[src/rtl/cct_pkg.sv]
package cct_pkg;

   typedef enum logic [1:0] {
      PH_IDLE  = 2'd0,
      PH_SETUP = 2'd1,
      PH_CMD   = 2'd2,
      PH_REC   = 2'd3
   } phase_t;

   // number of timed phases per access, in run order setup/command/recovery
   localparam int NUM_PHASES = 3;

   // largest prescaler shift (256 = 1 << 8)
   localparam int MAX_SHIFT = 8;

   // prescaler code to shift amount: 00->x1, 01->x16, 10->x64, 11->x256
   function automatic logic [3:0] pres_shift(input logic [1:0] sel);
      case (sel)
         2'b00:   pres_shift = 4'd0;
         2'b01:   pres_shift = 4'd4;
         2'b10:   pres_shift = 4'd6;
         default: pres_shift = 4'd8;
      endcase
   endfunction

endpackage

[src/rtl/cct_regs.sv]
module cct_regs #(
   parameter int                     ADDR_W   = 8,
   parameter int                     DATA_W   = 8,
   parameter int                     NUM_REGS = 3,
   parameter logic [ADDR_W-1:0]      BASE_IDX = 8'h3A,
   parameter logic [NUM_REGS*DATA_W-1:0] DEFAULTS = '0
) (
   input  logic                         clk,
   input  logic                         rst_n,
   input  logic                         reg_we,
   input  logic [ADDR_W-1:0]            reg_addr,
   input  logic [DATA_W-1:0]            reg_wdata,
   output logic [NUM_REGS*DATA_W-1:0]   regs_flat
);

   logic [NUM_REGS-1:0] hit;

   for (genvar i = 0; i < NUM_REGS; i++) begin : g_reg
      localparam logic [ADDR_W-1:0] MY_IDX = BASE_IDX + ADDR_W'(i);
      logic [DATA_W-1:0] q;

      assign hit[i] = reg_we && (reg_addr == MY_IDX);

      always_ff @(posedge clk) begin
         if (!rst_n)
            q <= DEFAULTS[i*DATA_W +: DATA_W];
         else if (hit[i])
            q <= reg_wdata;
      end

      assign regs_flat[i*DATA_W +: DATA_W] = q;
   end

   AST_NO_STRAY_WRITE: assert property (@(posedge clk) disable iff (!rst_n)
      (reg_we && (hit == '0)) |=> $stable(regs_flat)) else $error("stray write");

   AST_ONE_TARGET: assert property (@(posedge clk) disable iff (!rst_n)
      $onehot0(hit)) else $error("multiple targets");

endmodule

[src/rtl/cct_len_calc.sv]
module cct_len_calc
   import cct_pkg::*;
#(
   parameter int VAL_W = 6,
   parameter int SEL_W = 2,
   parameter int CNT_W = VAL_W + MAX_SHIFT,
   localparam int DATA_W = VAL_W + SEL_W
) (
   input  logic [DATA_W-1:0] tbyte,
   output logic [CNT_W-1:0]  len
);

   logic [VAL_W-1:0] mult;
   logic [SEL_W-1:0] sel;
   logic [3:0]       sh;
   logic [CNT_W-1:0] scaled;

   always_comb begin
      mult   = tbyte[VAL_W-1:0];
      sel    = tbyte[DATA_W-1:VAL_W];
      sh     = pres_shift(sel);
      scaled = CNT_W'(mult) << sh;
      len    = scaled + CNT_W'(1);
   end

endmodule

[src/rtl/cct_seq.sv]
module cct_seq
   import cct_pkg::*;
#(
   parameter int CNT_W = 14
) (
   input  logic             clk,
   input  logic             rst_n,
   input  logic             start,
   input  logic             start_write,
   input  logic [CNT_W-1:0] len_setup,
   input  logic [CNT_W-1:0] len_cmd,
   input  logic [CNT_W-1:0] len_rec,
   output logic             busy,
   output logic             cmd_n,
   output logic             done,
   output logic             cyc_write
);

   localparam logic [CNT_W-1:0] ONE = CNT_W'(1);

   phase_t           phase;
   logic [CNT_W-1:0] cnt;
   logic [CNT_W-1:0] cmd_len_q;
   logic [CNT_W-1:0] rec_len_q;
   logic             wr_q;
   logic             last;

   assign last = (cnt == '0);

   always_ff @(posedge clk) begin
      if (!rst_n) begin
         phase     <= PH_IDLE;
         cnt       <= '0;
         cmd_len_q <= '0;
         rec_len_q <= '0;
         wr_q      <= 1'b0;
      end else begin
         case (phase)
            PH_IDLE: begin
               if (start) begin
                  phase     <= PH_SETUP;
                  cnt       <= len_setup - ONE;
                  cmd_len_q <= len_cmd;
                  rec_len_q <= len_rec;
                  wr_q      <= start_write;
               end
            end
            PH_SETUP: begin
               if (last) begin
                  phase <= PH_CMD;
                  cnt   <= cmd_len_q - ONE;
               end else begin
                  cnt <= cnt - ONE;
               end
            end
            PH_CMD: begin
               if (last) begin
                  phase <= PH_REC;
                  cnt   <= rec_len_q - ONE;
               end else begin
                  cnt <= cnt - ONE;
               end
            end
            default: begin
               if (last)
                  phase <= PH_IDLE;
               else
                  cnt <= cnt - ONE;
            end
         endcase
      end
   end

   assign busy      = (phase != PH_IDLE);
   assign cmd_n     = (phase != PH_CMD);
   assign done      = (phase == PH_REC) && last;
   assign cyc_write = wr_q;

   AST_BUSY_AFTER_START: assert property (@(posedge clk) disable iff (!rst_n)
      (!busy && start) |=> busy) else $error("start not taken");

   AST_DONE_ENDS: assert property (@(posedge clk) disable iff (!rst_n)
      done |=> !busy) else $error("busy after done");

   AST_STROBE_IN_CYCLE: assert property (@(posedge clk) disable iff (!rst_n)
      !cmd_n |-> busy) else $error("strobe while idle");

   AST_CMD_AFTER_SETUP: assert property (@(posedge clk) disable iff (!rst_n)
      $fell(cmd_n) |-> ($past(phase) == PH_SETUP)) else $error("order");

   AST_REC_AFTER_CMD: assert property (@(posedge clk) disable iff (!rst_n)
      $rose(cmd_n) |-> (phase == PH_REC)) else $error("order");

   AST_CYCLE_HOLD: assert property (@(posedge clk) disable iff (!rst_n)
      (busy && !done) |=> (busy && $stable(cyc_write))) else $error("cycle cut");

endmodule

[src/rtl/card_cycle_timer.sv]
module card_cycle_timer
   import cct_pkg::*;
#(
   parameter int               ADDR_W    = 8,
   parameter int               VAL_W     = 6,
   parameter int               SEL_W     = 2,
   parameter logic [ADDR_W-1:0] BASE_IDX = 8'h3A,
   parameter logic [7:0]       DEF_SETUP = 8'h01,
   parameter logic [7:0]       DEF_CMD   = 8'h06,
   parameter logic [7:0]       DEF_REC   = 8'h03
) (
   input  logic              clk,
   input  logic              rst_n,
   input  logic              start,
   input  logic              start_write,
   input  logic              reg_we,
   input  logic [ADDR_W-1:0] reg_addr,
   input  logic [7:0]        reg_wdata,
   output logic              busy,
   output logic              cmd_n,
   output logic              done,
   output logic              cyc_write
);

   localparam int DATA_W = VAL_W + SEL_W;
   localparam int CNT_W  = VAL_W + MAX_SHIFT;
   localparam logic [NUM_PHASES*8-1:0] DEFS = {DEF_REC, DEF_CMD, DEF_SETUP};

   initial begin
      assert (DATA_W == 8) else $error("timing byte must be 8 bits wide");
      assert (SEL_W == 2) else $error("prescaler code must be 2 bits");
      assert (VAL_W >= 1) else $error("multiplier field empty");
   end

   logic [NUM_PHASES*DATA_W-1:0] regs_flat;
   logic [CNT_W-1:0]             lens [NUM_PHASES];

   cct_regs #(
      .ADDR_W   (ADDR_W),
      .DATA_W   (DATA_W),
      .NUM_REGS (NUM_PHASES),
      .BASE_IDX (BASE_IDX),
      .DEFAULTS (DEFS)
   ) u_regs (
      .clk       (clk),
      .rst_n     (rst_n),
      .reg_we    (reg_we),
      .reg_addr  (reg_addr),
      .reg_wdata (reg_wdata),
      .regs_flat (regs_flat)
   );

   for (genvar p = 0; p < NUM_PHASES; p++) begin : g_len
      cct_len_calc #(
         .VAL_W (VAL_W),
         .SEL_W (SEL_W),
         .CNT_W (CNT_W)
      ) u_len (
         .tbyte (regs_flat[p*DATA_W +: DATA_W]),
         .len   (lens[p])
      );
   end

   cct_seq #(
      .CNT_W (CNT_W)
   ) u_seq (
      .clk         (clk),
      .rst_n       (rst_n),
      .start       (start),
      .start_write (start_write),
      .len_setup   (lens[0]),
      .len_cmd     (lens[1]),
      .len_rec     (lens[2]),
      .busy        (busy),
      .cmd_n       (cmd_n),
      .done        (done),
      .cyc_write   (cyc_write)
   );

endmodule

[config.mk]
export PLATFORM = sky130hd
export DESIGN_NAME = card_cycle_timer
export DESIGN_NICKNAME = d
export VERILOG_FILES = /design/src/rtl/cct_pkg.sv /design/src/rtl/cct_regs.sv /design/src/rtl/cct_len_calc.sv /design/src/rtl/cct_seq.sv /design/src/rtl/card_cycle_timer.sv
export SDC_FILE = /design/constraint.sdc
export NUM_CORES = 1
export LEC_CHECK = 0
export CAP_MARGIN = 20
export CORE_ASPECT_RATIO = 1.2
export CORE_MARGIN = 3
export CORE_UTILIZATION = 35
export CTS_CLUSTER_DIAMETER = 30
export DETAILED_ROUTE_END_ITERATION = 7
export SYNTH_ARGS = -nofsm -noshare
export SYNTH_HDL_FRONTEND = slang
export SYNTH_SLANG_ARGS = --single-unit
[constraint.sdc]
create_clock -name clk -period 5 [get_ports clk]
set_clock_uncertainty 0.15 [all_clocks]
set_input_delay 1 -clock clk [delete_from_list [all_inputs] [get_ports clk]]
set_output_delay 1 -clock clk [all_outputs]
set_load 0.005 [all_outputs]
==> results.sh, run 1 <==
export IMPL_clockRootBuffer="clkbuf_16"
export IMPL_antenna_found_initial=0
export IMPL_die_area_mm2=0.0152
export IMPL_cts_buffers=9
export IMPL_initial_utilization_pct=36.0
export IMPL_fin_setup_tns_ns=0
export IMPL_ys_ff_latch=69
export IMPL_areaGrowthSynthToFinish_pct=12.8
export IMPL_io_pins=25
export IMPL_total_power_mw=2.95
export IMPL_period_needed_ns=4.10
export IMPL_dpl_hpwl_mm=9.78
export IMPL_diodes=0
export IMPL_p_leak_nw=1.99
export IMPL_fillCellCount=1332
export IMPL_fin_crit_sh_pct=82.0
export IMPL_relSlewSlack_pct=24.7
export IMPL_post_cts_setup_buffers=0
export IMPL_required_ns=3.85
export IMPL_drv_slew=0
export IMPL_rrSetupSlack_ns=1.85
export IMPL_die_x_um=113
export IMPL_yosys_area_share_adder_pct=4.42
export IMPL_die_y_um=134
export IMPL_arrival_ns=2.95
export IMPL_finalNetCount=629
export IMPL_hp_class="reg2reg"
export IMPL_ant_nets=0
export IMPL_tightestPinTransition_ns=1.13
export IMPL_async_flop_share_pct=0
export IMPL_wl_mm=13.0
export IMPL_ys_seq_area_share_pct=28.7
export IMPL_critical_path_endpoint_type="output pin"
export IMPL_cts_resized=0
export IMPL_synth_xor_area_share_pct=5.10
export IMPL_dr_pass1_iters=6
export IMPL_clock_sinks=69
export IMPL_track_usage_pct=17.4
export IMPL_drtIter0Drc=271
export IMPL_worstSetupPathType="reg2out"
export IMPL_fmax_ghz=0.244
export IMPL_setup_viol=0
export IMPL_clkLatencyLatePin_ns=0.34
export IMPL_clkSlewWorstSetupHoldPaths_ns=0.06
export IMPL_grt_pass1_vias=4268
export IMPL_critPathLaunch="u_seq.cnt[0]"
export IMPL_muxShareOfSynthArea_pct=9.03
export IMPL_synth_top_family_by_area="simple AND/OR/NAND/NOR gates"
export IMPL_cts_hold_buf=0
export IMPL_synth_cell_types=69
export IMPL_p_per_area_mw_per_mm2=543
export IMPL_startpoint_type="flop"
export IMPL_worstHoldStart="u_seq.cyc_write"
export IMPL_grt_max_degree=54
export IMPL_drive_gt1_share_pct=8.56
export IMPL_overflow=0
export IMPL_r2r_start="u_seq.cnt[0]"
export IMPL_yosys_warnings=0
export IMPL_maxCapViolCount=0
export IMPL_numPortBuffers=24
export IMPL_placement_rows=46
export IMPL_gp_congestion=0.886
export IMPL_grt_first_pass_wirelength_mm=21.5
export IMPL_drt_drc_violations_left=0
export IMPL_irDropWorstVdd_uv=381
export IMPL_synthFlopType="dfxtp_1"
export IMPL_via_per_inst=5.78
export IMPL_synth_edf_count=0
export IMPL_num_vias=4416
export IMPL_synthSimpleGateAreaFrac_pct=27.4
export IMPL_syn_area_mm2=0.00481
export IMPL_synth_cells=593
export IMPL_synth_compound_area_share_pct=20.4
export IMPL_htreeDepth=3
export IMPL_avgRoutedWirePerCell_um=17.1
export IMPL_worstPathMaxFanout=12
export IMPL_status="completed"
export IMPL_syn_nets=631
export IMPL_hold_violations=0
export IMPL_rsz0062_at_grt="false"
export IMPL_core_mm2=0.0134
export IMPL_cts_buffer_depth=2
export IMPL_avgSynthCellArea_um2=8.11
export IMPL_setup_ws_ns=0.900
export IMPL_cts_tree="yes"
export IMPL_dp_slack_ns=1.30
==> power breakdown <==
part           switching [mW]  total, mW  internal [mW]
logic                   0.961       1.57          0.612
registers               0.135      0.780          0.645
clock network           0.247      0.594          0.347
total                    1.34       2.95           1.60
==> layout make-up <==
cell class / instances / area [µm²] / area share, %
flip-flops and latches: 69 / 1380 / 25.5
well taps: 168 / 210 / 3.88
multi-input cells: 463 / 3210 / 59.2
clock inverters: 6 / 38.8 / 0.715
inverters: 19 / 71.3 / 1.32
clock buffers: 10 / 239 / 4.41
repair buffers: 29 / 273 / 5.03
==> Yosys cell counts (all sizes together), types with 6 or more instances <==
master  instances  share of area, %
a211oi          7               1.1
xor2           16               2.9
nor2           43               3.4
nand4           9               1.2
o21ai          27               2.8
nand2b         10               1.3
ha             17               4.4
xnor2          12               2.2
mux2i          31               6.5
nand3          16               1.7
nor3           19               2.0
buf             8              0.75
o22ai           6              0.78
inv            18               1.4
dfxtp          69                29
nor2b          27               3.5
nor4           15               2.3
or4             6               1.1
a21boi          9               1.4
nor3b          10               1.6
a21oi          24               2.6
nand2          49               3.8
mux2           11               2.6
a22oi           7               1.1
o211a           9               1.9
clkbuf         34               2.7
and2            9               1.2
==> kinds of logic (layout without fill, tap and decap cells) <==
group,Yosys count,count (layout)
AOI/OAI and AO/OA,138,138
xor gates and xnor gates,28,28
adders and majority gates,17,17
buffers and inverters,61,64
DFF,69,69
muxes,42,42
and+or+nand+nor,238,238
==> flip-flops by register name, summed over array words and instances, names as in the netlist <==
signal           cells
u_regs.g.q          24
u_seq.cmd_len_q     14
u_seq.cnt           14
u_seq.rec_len_q     14
u_seq.phase          2
u_seq.cyc_write      1
==> metrics by stage <==
stage / instances / utilization, % / area (µm²) / hold slack (ns)
global route: 764 / 40.6 / 5420 / 0.336
global placement: 746 / 38.4 / 5130 / 0.311
finish: 764 / 40.6 / 5420 / 0.316
detailed placement: 746 / 38.4 / 5130 / 0.312
floorplan: 593 / - / 4810 / 0.304
CTS: 762 / 40.5 / 5410 / 0.320
==> path summary, 6_finish.rpt <==
kind | endpoint | cells after the start
setup / recovery | done | 6
hold / removal | u_seq.cyc_write | 2
setup reg to reg | u_seq.cnt[7] | 7
hold reg to reg | u_seq.cyc_write | 2
==> per-layer routing <==
metal / wire (µm) / up-vias / track usage (%)
li1: - / 2168 / -
met1: 5650 / 2142 / 20.5
met2: 6620 / 79 / 30.9
met3: 355 / 27 / 2.84
met4: 417 / 0 / 7.88
met5: 0 / - / 0
==> cells in the final DEF (no fill, tap or decap), types with 6 or more instances in the layout <==
cell type / count
and2_1: 8
nor2b_1: 27
xor2_1: 16
a21oi_1: 23
nor4_1: 14
inv_1: 18
nand3_1: 16
dfxtp_1: 69
nand2_1: 49
a22oi_1: 7
nand4_1: 9
nor3_1: 19
o21ai_0: 27
o211a_1: 9
ha_1: 17
mux2_2: 11
xnor2_1: 12
clkdlybuf4s50_1: 23
a21boi_0: 8
a211oi_1: 7
clkbuf_16: 9
mux2i_1: 31
nor2_1: 43
nor3b_1: 10
o22ai_1: 6
nand2b_1: 10
==> worst max-delay path, stage by stage (launching register included) <==
cell             delay, ns
dfxtp_1               0.33
inv_1                 0.11
ha_1                  0.16
nor4b_1               0.65
nor4b_4               0.65
and2_1                0.21
clkdlybuf4s50_1       0.49
No activity file was read; power rests on OpenSTA's default activity.
==> inputs of run 2 (changes only) <==
==> constraint.sdc (replaced) <==
create_clock -name clk -period 3.9 [get_ports clk]
set_clock_uncertainty 0.15 [all_clocks]
set_input_delay 0.78 -clock clk [delete_from_list [all_inputs] [get_ports clk]]
set_output_delay 0.78 -clock clk [all_outputs]
set_load 0.005 [all_outputs]
==> run 2 against run 1 <==
Against the previous run:
- die area stayed put
- largest power group unchanged
- first-iteration DRC count rose by 23%
- sequential power up 28%
- largest cell class unchanged
==> results.sh, run 2 (synthesis gave the netlist of run 1 again) <==
export IMPL_setup_viol=0
export IMPL_hold_violations=0
export IMPL_arrival_ns=2.57
export IMPL_ant_nets=0
export IMPL_final_cell_mix="dfxtp_1, nand2_1, nor2_1"
export IMPL_setup_ws_ns=0.401
export IMPL_cts_resized=0
export IMPL_final_common_cell="dfxtp_1"
export IMPL_cts_buffer_depth=2
export IMPL_drive_gt1_share_pct=9.17
export IMPL_status="completed"
export IMPL_wl_mm=13.0
export IMPL_drv_slew=0
export IMPL_irDropWorstVdd_uv=474
export IMPL_diodes=0
export IMPL_antenna_found_initial=0
export IMPL_drtIter0Drc=333
export IMPL_clkSlewWorstSetupHoldPaths_ns=0.06
export IMPL_rrSetupSlack_ns=1.02
export IMPL_track_usage_pct=17.7
export IMPL_fin_crit_sh_pct=89.7
export IMPL_p_per_area_mw_per_mm2=729
export IMPL_grt_first_pass_wirelength_mm=21.8
export IMPL_relSlewSlack_pct=46.1
export IMPL_cts_tree="yes"
export IMPL_initial_utilization_pct=36.0
export IMPL_period_needed_ns=3.50
export IMPL_drt_drc_violations_left=0
export IMPL_largest_reg_flops=24
export IMPL_tightestPinTransition_ns=0.797
export IMPL_total_power_mw=4.04
export IMPL_cts_buffers=9
export IMPL_dp_slack_ns=0.770
export IMPL_num_vias=4413
export IMPL_fmax_ghz=0.286
export IMPL_fin_setup_tns_ns=0
export IMPL_maxCapViolCount=0
export IMPL_startpoint_type="flop"
export IMPL_clock_sinks=69
export IMPL_rsz0062_at_grt="false"
export IMPL_clkLatencyLatePin_ns=0.34
export IMPL_finalNetCount=633
export IMPL_post_cts_setup_buffers=0
export IMPL_worstSetupPathType="reg2out"
export IMPL_numPortBuffers=24
export IMPL_fillCellCount=1343
export IMPL_placement_rows=46
export IMPL_areaGrowthSynthToFinish_pct=15.1
export IMPL_die_x_um=113
export IMPL_required_ns=2.97
export IMPL_cts_hold_buf=0
export IMPL_overflow=0
export IMPL_gp_congestion=0.888
export IMPL_top_register="u_regs.g.q"
export IMPL_dpl_hpwl_mm=9.94
export IMPL_hp_class="reg2reg"
export IMPL_clockRootBuffer="clkbuf_16"
export IMPL_grt_max_degree=48
export IMPL_p_leak_nw=2.05
export IMPL_via_per_inst=5.75
export IMPL_worstPathMaxFanout=5
export IMPL_avgRoutedWirePerCell_um=17.0
export IMPL_critical_path_endpoint_type="output pin"
export IMPL_grt_pass1_vias=4400
export IMPL_dr_pass1_iters=5
export IMPL_htreeDepth=3
export IMPL_io_pins=25
export IMPL_die_y_um=134
export IMPL_die_area_mm2=0.0152
export IMPL_core_mm2=0.0134
## run 2: changes by cell type in the layout (fill, tap and decap cells not counted)
cell | previous run | this run
clkbuf_4 | 1 | 0
buf_4 | 4 | 9
clkinvlp_4 | 2 | 1
clkbuf_8 | 1 | 2
bufinv_16 | 0 | 3
clkinv_2 | 3 | 0
## run 2: final cells by class
class	count	area [µm²]	share of cell area, %
clock inverters	5	106	1.92
flip-flops and latches	69	1380	25.0
repair buffers	33	303	5.47
multi-input cells	463	3210	58.0
well taps	168	210	3.80
clock buffers	11	253	4.57
inverters	19	71.3	1.29
## run 2: path summary, 6_finish.rpt
kind | from | to | cells past startpoint
max | u_seq.cnt[0] | done | 6
min | u_seq.cyc_write | u_seq.cyc_write | 2
max reg2reg | u_seq.cnt[0] | u_seq.cnt[8] | 8
min reg2reg | u_seq.cyc_write | u_seq.cyc_write | 2
## run 2: report_power, final
part           total (mW)  internal, mW  switching [mW]
Sequential          0.998         0.827           0.171
Combinational        2.06         0.811            1.25
Clock               0.977         0.660           0.317
Total                4.04          2.30            1.74
## run 2: through the flow
stage	utilization, %	hold WS [ns]	std cells	area [µm²]
3_5_place_dp	38.8	0.314	752	5170
2_1_floorplan	-	0.304	593	4810
3_3_place_gp	38.8	0.311	752	5170
4_1_cts	41.4	0.322	768	5530
5_1_grt	41.4	0.356	768	5530
6_report	41.4	0.318	768	5530
## run 2: critical path: stages, from the launching register on
cell and delay [ns]:
dfxtp_1 0.33, inv_1 0.12, ha_1 0.15, nor4b_1 0.65, nor4b_4 0.33, and2_1 0.16, clkdlybuf4s50_1 0.49
## run 2: metal layers
metal  part of all wire [%]  wire (µm)  GRT usage, %  vias up
met1                     43       5590          21.0     2103
li1                       -          -             -     2175
met5                      0          0             0        -
met4                    3.1        408          8.48        0
met2                     50       6560          31.2      108
met3                    3.7        489          2.30       27
==> inputs of run 3 (changes only) <==
--- a/config.mk
+++ b/config.mk
@@ -11,6 +11,7 @@
 export CORE_UTILIZATION = 35
 export CTS_CLUSTER_DIAMETER = 30
 export DETAILED_ROUTE_END_ITERATION = 7
+export HOLD_SLACK_MARGIN = 0.05
 export SYNTH_ARGS = -nofsm -noshare
 export SYNTH_HDL_FRONTEND = slang
 export SYNTH_SLANG_ARGS = --single-unit
==> constraint.sdc (replaced) <==
create_clock -name clk -period 4.1 [get_ports clk]
set_clock_uncertainty 0.15 [all_clocks]
set_input_delay 0.82 -clock clk [delete_from_list [all_inputs] [get_ports clk]]
set_output_delay 0.82 -clock clk [all_outputs]
set_load 0.005 [all_outputs]
==> run 3 against run 2 <==
Against the previous run:
- non-clock buffer count unchanged
- critical endpoint unchanged
- sequential cell count did not move
- core utilization shrank 0.36 points
- highest routed layer unchanged
- largest cell class unchanged
- global-route usage down 0.12 points
- hold slack gained 0.0065 ns
- final area fell by 0.86%
==> results.sh, run 3 (synthesis gave the netlist of run 1 again) <==
export IMPL_hold_violations=0
export IMPL_worstSetupPathType="reg2out"
export IMPL_worstPathMaxFanout=12
export IMPL_drtIter0Drc=252
export IMPL_clock_sinks=69
export IMPL_maxCapViolCount=0
export IMPL_gp_congestion=0.893
export IMPL_dpl_hpwl_mm=9.71
export IMPL_p_per_area_mw_per_mm2=676
export IMPL_status="completed"
export IMPL_fillCellCount=1345
export IMPL_tightestPinTransition_ns=0.849
export IMPL_placement_rows=46
export IMPL_startpoint_type="flop"
export IMPL_finalNetCount=633
export IMPL_top_register="u_regs.g.q"
export IMPL_worstHoldStart="u_seq.cyc_write"
export IMPL_slowest_delay_ns=0.65
export IMPL_wl_mm=13.1
export IMPL_post_cts_setup_buffers=0
export IMPL_dr_pass1_iters=5
export IMPL_cts_hold_buf=0
export IMPL_crit_chain="inv_1, ha_1, nor4b_1, nor4b_4, buf_4, and2_1, clkdlybuf4s50_1"
export IMPL_critPathLaunch="u_seq.cnt[0]"
export IMPL_fin_setup_tns_ns=0
export IMPL_cts_buffer_depth=2
export IMPL_required_ns=3.13
export IMPL_fin_crit_sh_pct=90.5
export IMPL_final_cell_mix="dfxtp_1, nand2_1, nor2_1"
export IMPL_clkLatencyLatePin_ns=0.34
export IMPL_rrSetupSlack_ns=1.25
export IMPL_die_x_um=113
export IMPL_diodes=0
export IMPL_rr_endpoint="u_seq.cnt[6]"
export IMPL_htreeDepth=3
export IMPL_cts_tree="yes"
export IMPL_endpoint="done"
export IMPL_arrival_ns=2.74
export IMPL_fin_area_mm2=0.00549
export IMPL_dpl_cell_area_mm2=0.00517
export IMPL_track_usage_pct=17.6
export IMPL_numPortBuffers=24
export IMPL_grt_pass1_vias=4316
export IMPL_io_pins=25
export IMPL_initial_utilization_pct=36.0
export IMPL_grt_first_pass_wirelength_mm=21.6
export IMPL_largest_reg_flops=24
export IMPL_worstRegToRegCells=8
export IMPL_r2r_start="u_seq.cnt[0]"
export IMPL_die_y_um=134
export IMPL_areaGrowthSynthToFinish_pct=14.1
export IMPL_cts_buffers=9
export IMPL_overflow=0
export IMPL_period_needed_ns=3.71
export IMPL_die_area_mm2=0.0152
export IMPL_critical_path_endpoint_type="output pin"
export IMPL_p_leak_nw=2.02
export IMPL_irDropWorstVdd_uv=461
export IMPL_relSlewSlack_pct=43.4
export IMPL_hp_class="reg2reg"
export IMPL_core_mm2=0.0134
export IMPL_min_path_cells=2
export IMPL_avgRoutedWirePerCell_um=17.0
export IMPL_setup_viol=0
export IMPL_via_per_inst=5.69
export IMPL_num_vias=4370
export IMPL_clkSlewWorstSetupHoldPaths_ns=0.06
export IMPL_rsz0062_at_grt="false"
export IMPL_cts_resized=0
export IMPL_fmax_ghz=0.270
export IMPL_clockRootBuffer="clkbuf_16"
export IMPL_cpMaxStageDelayCell="nor4b_1"
export IMPL_grt_max_degree=54
export IMPL_ant_nets=0
export IMPL_antenna_found_initial=0
export IMPL_final_common_cell="dfxtp_1"
export IMPL_drv_slew=0
export IMPL_drive_gt1_share_pct=9.17
export IMPL_drt_drc_violations_left=0
export IMPL_post_route_util_pct=41.1
-- run 3: cell types whose count changed in the layout (fill, tap and decap cells not counted), sizes merged --
cell | previous run | this run
clkinvlp | 1 | 2
clkinv | 2 | 3
bufinv | 3 | 1
-- run 3: worst min-delay path by stage --
stage	end	slack, ns
floorplan	u_seq.cmd_len_q[13]	0.30
global placement	u_seq.cyc_write	0.32
detailed placement	u_seq.cyc_write	0.33
CTS	u_seq.cyc_write	0.34
global route	u_seq.cyc_write	0.37
finish	u_seq.cyc_write	0.32
-- run 3: area by class of cell --
cell class              count  area [µm²]  area share [%]
clock inverters             5        58.8            1.07
inverters                  19        71.3            1.30
well taps                 168         210            3.83
flip-flops and latches     69        1380            25.2
multi-input cells         463        3210            58.5
repair buffers             33         303            5.52
clock buffers              11         253            4.61
-- run 3: report_power, final --
group / internal, mW / switching, mW
clock: 0.504 / 0.301
combinational: 0.771 / 1.18
sequential: 0.786 / 0.163
total: 2.06 / 1.65
-- run 3: metal layers --
metal | up-vias | global-route usage (%) | wire (µm)
met5 | - | 0 | 0
met4 | 0 | 6.35 | 336
met3 | 24 | 2.39 | 303
met2 | 63 | 32.0 | 6630
met1 | 2120 | 20.8 | 5800
li1 | 2163 | - | -
-- run 3: per-stage QoR --
stage	instances	setup WS [ns]	hold WS (ns)	power [mW]
after floorplan	593	1.38	0.304	2.40
after global placement	752	0.863	0.319	2.85
after detailed placement	752	0.740	0.328	2.88
after CTS	768	0.361	0.337	3.70
after global routing	768	0.182	0.373	3.99
final	768	0.391	0.324	3.71
-- run 3: critical path: cells and delay by family (launching register included) --
| family | cells | cell delay, ns |
|---|---|---|
| and+or+nand+nor | 3 | 1.11 |
| buffers and inverters | 3 | 0.82 |
| DFF | 1 | 0.33 |
| adders and majority gates | 1 | 0.15 |
